--- config.mk ---
export PLATFORM = sky130hd
export DESIGN_NAME = irq_status_unit
export DESIGN_NICKNAME = d
export VERILOG_FILES = /design/src/rtl/irq_pkg.sv /design/src/rtl/irq_addr_decode.sv /design/src/rtl/irq_status_regs.sv /design/src/rtl/irq_read_mux.sv /design/src/rtl/irq_line_fsm.sv /design/src/rtl/irq_status_unit.sv
export SDC_FILE = /design/constraint.sdc
export NUM_CORES = 1
export LEC_CHECK = 0
export BUFFER_PORTS_ARGS = -buffer_cell sky130_fd_sc_hd__buf_4
export CAP_MARGIN = 20
export CORE_MARGIN = 2
export CORE_UTILIZATION = 34
export CTS_CLUSTER_DIAMETER = 80
export DETAILED_ROUTE_END_ITERATION = 7
export HOLD_SLACK_MARGIN = 0.06
export PLACE_DENSITY = 0.82
export SLEW_MARGIN = 20
export SYNTH_ARGS = -nofsm -noshare
export SYNTH_HDL_FRONTEND = slang
export SYNTH_SLANG_ARGS = --single-unit
--- constraint.sdc ---
create_clock -name clk -period 2.6 [get_ports clk]
set_input_delay 0.26 -clock clk [delete_from_list [all_inputs] [get_ports clk]]
set_output_delay 0.26 -clock clk [all_outputs]
set_load 0.02 [all_outputs]
--- src/rtl/irq_pkg.sv ---
package irq_pkg;
    localparam int NUM_SRC = 4;
    localparam int DATA_W  = 32;
    localparam int ADDR_W  = 12;

    // source bit positions
    localparam int SRC_FETCH_DONE = 0;
    localparam int SRC_BUS_FAULT  = 1;
    localparam int SRC_VSYNC      = 2;
    localparam int SRC_UNDERRUN   = 3;

    // register offsets
    localparam logic [ADDR_W-1:0] OFS_IDENT  = 12'h000;
    localparam logic [ADDR_W-1:0] OFS_RAW    = 12'h010;
    localparam logic [ADDR_W-1:0] OFS_CLEAR  = 12'h014;
    localparam logic [ADDR_W-1:0] OFS_ENABLE = 12'h018;
    localparam logic [ADDR_W-1:0] OFS_FILT   = 12'h01C;

    // identity fields
    localparam logic [15:0] ID_PRODUCT = 16'h1CDC;
    localparam logic [7:0]  ID_MAJOR   = 8'h00;
    localparam logic [7:0]  ID_MINOR   = 8'h00;
    localparam logic [DATA_W-1:0] ID_WORD = {ID_PRODUCT, ID_MAJOR, ID_MINOR};

    typedef enum logic [2:0] {
        SEL_NONE,
        SEL_IDENT,
        SEL_RAW,
        SEL_CLEAR,
        SEL_ENABLE,
        SEL_FILT
    } reg_sel_e;

    typedef enum logic [0:0] {
        LINE_QUIET  = 1'b0,
        LINE_ACTIVE = 1'b1
    } line_state_e;
endpackage

--- src/rtl/irq_addr_decode.sv ---
module irq_addr_decode
    import irq_pkg::*;
#(
    parameter int AW = ADDR_W
) (
    input  logic [AW-1:0] addr,
    output reg_sel_e      sel
);
    always_comb begin
        unique case (addr)
            AW'(OFS_IDENT):  sel = SEL_IDENT;
            AW'(OFS_RAW):    sel = SEL_RAW;
            AW'(OFS_CLEAR):  sel = SEL_CLEAR;
            AW'(OFS_ENABLE): sel = SEL_ENABLE;
            AW'(OFS_FILT):   sel = SEL_FILT;
            default:         sel = SEL_NONE;
        endcase
    end
endmodule

--- src/rtl/irq_status_regs.sv ---
module irq_status_regs
    import irq_pkg::*;
#(
    parameter int NS = NUM_SRC,
    parameter int DW = DATA_W
) (
    input  logic          clk,
    input  logic          rst_n,
    input  logic [NS-1:0] evt,
    input  logic          wr,
    input  reg_sel_e      sel,
    input  logic [DW-1:0] wdata,
    output logic [NS-1:0] raw,
    output logic [NS-1:0] mask
);
    logic clr_hit;
    logic en_hit;

    assign clr_hit = wr && (sel == SEL_CLEAR);
    assign en_hit  = wr && (sel == SEL_ENABLE);

    for (genvar k = 0; k < NS; k++) begin : g_src
        logic drop;
        assign drop = clr_hit && wdata[k];

        // a pulse beats a same-cycle clear
        always_ff @(posedge clk or negedge rst_n) begin
            if (!rst_n) begin
                raw[k] <= 1'b0;
            end else if (evt[k]) begin
                raw[k] <= 1'b1;
            end else if (drop) begin
                raw[k] <= 1'b0;
            end
        end

        always_ff @(posedge clk or negedge rst_n) begin
            if (!rst_n) begin
                mask[k] <= 1'b0;
            end else if (en_hit) begin
                mask[k] <= wdata[k];
            end
        end
    end
endmodule

--- src/rtl/irq_read_mux.sv ---
module irq_read_mux
    import irq_pkg::*;
#(
    parameter int NS = NUM_SRC,
    parameter int DW = DATA_W
) (
    input  reg_sel_e      sel,
    input  logic [NS-1:0] raw,
    input  logic [NS-1:0] mask,
    output logic [DW-1:0] rdata
);
    localparam int PAD = DW - NS;

    always_comb begin
        unique case (sel)
            SEL_IDENT:  rdata = ID_WORD;
            SEL_RAW:    rdata = {{PAD{1'b0}}, raw};
            SEL_ENABLE: rdata = {{PAD{1'b0}}, mask};
            SEL_FILT:   rdata = {{PAD{1'b0}}, raw & mask};
            SEL_CLEAR:  rdata = '0;
            default:    rdata = '0;
        endcase
    end
endmodule

--- src/rtl/irq_line_fsm.sv ---
module irq_line_fsm
    import irq_pkg::*;
(
    input  logic clk,
    input  logic rst_n,
    input  logic pending,
    output logic line
);
    line_state_e state_q, state_d;

    always_comb begin
        state_d = state_q;
        unique case (state_q)
            LINE_QUIET:  if (pending)  state_d = LINE_ACTIVE; // RAISE
            LINE_ACTIVE: if (!pending) state_d = LINE_QUIET;  // DROP
            default:     state_d = LINE_QUIET;
        endcase
    end

    always_ff @(posedge clk or negedge rst_n) begin
        if (!rst_n) state_q <= LINE_QUIET;
        else        state_q <= state_d;
    end

    always_comb begin
        unique case (state_q)
            LINE_ACTIVE: line = 1'b1;
            default:     line = 1'b0;
        endcase
    end
endmodule

--- src/rtl/irq_status_unit.sv ---
module irq_status_unit
    import irq_pkg::*;
#(
    parameter int NS = NUM_SRC,
    parameter int AW = ADDR_W,
    parameter int DW = DATA_W
) (
    input  logic          clk,
    input  logic          rst_n,
    input  logic [NS-1:0] evt_i,
    input  logic [AW-1:0] reg_addr,
    input  logic          reg_wr,
    input  logic [DW-1:0] reg_wdata,
    output logic [DW-1:0] reg_rdata,
    output logic          irq_o
);
    reg_sel_e      sel;
    logic [NS-1:0] raw_q;
    logic [NS-1:0] mask_q;

    irq_addr_decode #(.AW(AW)) u_dec (
        .addr (reg_addr),
        .sel  (sel)
    );

    irq_status_regs #(.NS(NS), .DW(DW)) u_regs (
        .clk   (clk),
        .rst_n (rst_n),
        .evt   (evt_i),
        .wr    (reg_wr),
        .sel   (sel),
        .wdata (reg_wdata),
        .raw   (raw_q),
        .mask  (mask_q)
    );

    irq_read_mux #(.NS(NS), .DW(DW)) u_rd (
        .sel   (sel),
        .raw   (raw_q),
        .mask  (mask_q),
        .rdata (reg_rdata)
    );

    irq_line_fsm u_line (
        .clk     (clk),
        .rst_n   (rst_n),
        .pending (|(raw_q & mask_q)),
        .line    (irq_o)
    );
endmodule

==> results.md <==
- Result of the run: completed
- Area of the core: around 2200 µm²
- Skew-Pair Late Insertion Delay: 0.25 ns
- Number of pins exceeding their max-slew limit in the final report: 0
- CTS buffer count: 3
- Worst setup endpoint: reg_rdata[18]
- Post-route clock period utilization: 0.8403
- Post-Synthesis Mean Instance Area: just over 9 µm²
- Count of flip-flops with a built-in enable after synthesis: 0
- Routed length per placed instance: between 10 and 15 µm
- P&R area growth vs syn: 25.49%
- Setup crit start: reg_addr[10]
- Number of placed instances, taps included: about 140
- Setup repair after global routing missed its margin: no
- Synthesized netlist cell count: 84
- Global Route Usage Sum: 0.1219
- Sequential cell area fraction in the yosys report: 0.2922
- Setup slack at placement: approximately 0.37 ns
- Critical Path Sink Type: primary output
- Critical register-to-register path startpoint: u_regs.mask[1]$_DFFE_PN0P_
- Register Area: between 200 and 250 µm²
- Final estimated routing congestion in global placement: roughly 0.75
- Overall die height: ~52 µm
- Fin worst setup slack: just over 0.4 ns
- Crit path max fanout: 8
- Critical path startpoint category: primary input
- I/O pin cnt: between 80 and 90
- Share of cells above drive strength 1: 0.4071
- CP Cell Sequence: buf_4 -> or4_1 -> nor4b_2 -> buf_4
- Port Buf Inserts: 35
- CP required: 2.34 ns
- Final clock skew: between 0.0008 and 0.0009 ns
- Flop-to-flop setup slack: about 1.8 ns
- Total Power: 0.3163 mW
- Timing-limited maximum frequency: around 0.46 GHz
- Power density of the placed cells: about 330 nW/µm²
- Primary FF master, synth: sky130_fd_sc_hd__dfrtp_1
- Die width: between 50 and 60 µm
- FFs w/ async S/R, synth: 1.000
- Synth Register Bits: 9
- Final cell count without fillers: approximately 140
- Number of antenna violations at the first check in global routing: 0
- Via count of the first global-routing pass: 570
- Leading cell types in the layout, fill and taps excluded: sky130_fd_sc_hd__buf_4, sky130_fd_sc_hd__conb_1, sky130_fd_sc_hd__dfrtp_1
- Maximum number of pins on one net before global-route repair: 12
- Number of failing hold endpoints at the final stage: 0
- R2R depth: 1
- Footprint of the multi-input gates: ~400 µm²
- Slowest stage cell, crit path: sky130_fd_sc_hd__or4_1
- Hold Crit Class: primary input to flip-flop
- Buffers from clock root to sink, at most: 2
- Post-cts gate resize count: 0
- Commonest non-fill, non-tap cell in the layout: sky130_fd_sc_hd__buf_4
- Clock transition at path regs: about 0.050 ns
- CP Class: primary input to primary output
- Standard-cell rows: 17
- Overflow after GRT: 0
- Avg Vias per Cell: between 4 and 5
- Worst vdd ir: 0.0001838 V
- First-pass iteration count of the detailed router: 4
- Deepest level of the CTS H-tree: 1
- Most common cell on crit path: sky130_fd_sc_hd__buf_4
- Clock period minus worst slack: 2.185 ns
- Die footprint: roughly 2700 µm²
- Final Net Count: between 150 and 200
- Capture instance of the worst register-to-register path: u_regs.mask[1]$_DFFE_PN0P_
- Arrival time at the worst endpoint: approximately 1.9 ns
- Clock net sink count: 9
- Leakage power: about 0.46 nW
- Setup-failing EPs final: 0
- Synth cell types: 24
- DPL Wire Length: ~1300 µm
- Initial Util: 0.3552
- Wire length of the first global-routing pass: 2408 µm
- Post-route DRC violation count: 0
- CTS tree: yes
- Synthesized area: 770.7 µm²
- Total negative setup slack: 0 ns
- Antenna diode count: 0
- Post-Route WL: roughly 1500 µm
- Filler cell count: around 230
- Number of vias in the routed layout: around 620
- Slew of the pin with the lowest slew margin: about 0.6 ns
- Critical Path Max Stage Delay: roughly 0.7 ns
- Number of maximum-capacitance constraint violations: 0
- ANT nets after route: 0
- Synth Warn #: 0
- Relative slew slack: 0.5923
- Number of DRC markers after the initial detailed-route iteration: 21
- Clk Tree Root Cell: sky130_fd_sc_hd__clkbuf_4
registers in the layout (all words and copies together) (netlist names):
register / cells
u_regs.mask: 4
u_line.state_q: 1
u_regs.raw: 4
critical path: cells and delay by family:
family	cells	cell delay, ns
buffers and inverters	2	0.35
AND/OR/NAND/NOR	2	1.30
cell type report:
class,instances,area share
clock buffers,4,0.02717
inverters,2,0.007762
multi-input cells,62,0.4140
flip-flops and latches,9,0.2329
well taps,28,0.03622
repair buffers,36,0.2820
cell usage after synthesis (2+ instances only):
library cell | n | area, µm²
sky130_fd_sc_hd__nand3b_1 | 4 | 30.03
sky130_fd_sc_hd__dfrtp_1 | 9 | 225.2
sky130_fd_sc_hd__mux2_2 | 4 | 45.04
sky130_fd_sc_hd__nand2_1 | 2 | 7.510
sky130_fd_sc_hd__a32oi_1 | 3 | 26.28
sky130_fd_sc_hd__or4_1 | 2 | 15.01
sky130_fd_sc_hd__nand2b_1 | 7 | 43.79
sky130_fd_sc_hd__o41ai_1 | 4 | 35.03
sky130_fd_sc_hd__nor2_1 | 5 | 18.77
sky130_fd_sc_hd__a22oi_1 | 2 | 15.01
sky130_fd_sc_hd__buf_4 | 27 | 202.7
sky130_fd_sc_hd__inv_1 | 2 | 7.510
sky130_fd_sc_hd__clkbuf_1 | 2 | 7.510
worst min-delay path by stage:
stage / cells after the start / to / from
final: 2 / u_regs.raw[3]$_DFFE_PN0P_ / evt_i[3]
after global routing: 2 / u_regs.raw[1]$_DFFE_PN0P_ / evt_i[1]
after CTS: 2 / u_regs.raw[3]$_DFFE_PN0P_ / evt_i[3]
after detailed placement: 1 / u_regs.mask[3]$_DFFE_PN0P_ / rst_n
after global placement: 1 / u_regs.raw[2]$_DFFE_PN0P_ / rst_n
after floorplan: 0 / u_line.state_q$_DFF_PN0_ / rst_n
per-layer routing:
metal  up-vias  routed length, µm  GRT usage  part of all wire
li1        306                  -          -                 -
met1       280                547     0.1369              0.36
met2        38                833     0.2222              0.54
met3         0                149    0.01437             0.097
met4         0                  0    0.06579                 0
met5         -                  0          0                 0
what timing repair did:
item / 4_1_cts / 5_1_grt
hold buffers: 1 / 0
setup buffers: 0 / 0
hold endpoints to repair: 9 / 0
logic make-up (layout without fill, tap and decap cells):
logic type	after synthesis	count (layout)	share of synthesized area
DFF	9	9	0.2922
buffers and inverters	32	42	0.2890
and+or+nand+nor	27	27	0.2403
AOI/OAI and AO/OA	11	11	0.1153
other	1	20	0.004865
muxes	4	4	0.05844
stage by stage:
stage	util	hold slack, ns	cell area, µm²
3_5_place_dp	0.4291	0.08467	930.9
3_3_place_gp	0.4291	0.08314	930.9
6_report	0.4458	0.1939	967.2
4_1_cts	0.4458	0.1832	967.2
2_1_floorplan	-	-0.03559	848.3
5_1_grt	0.4458	0.1822	967.2
report_power, final:
| part | internal (mW) | switching (mW) |
|---|---|---|
| registers | 0.141 | 0.000322 |
| logic | 0.0293 | 0.0457 |
| clock network | 0.0587 | 0.0415 |
| total | 0.229 | 0.0876 |
Note: power is estimated with default switching activity, not from simulation.
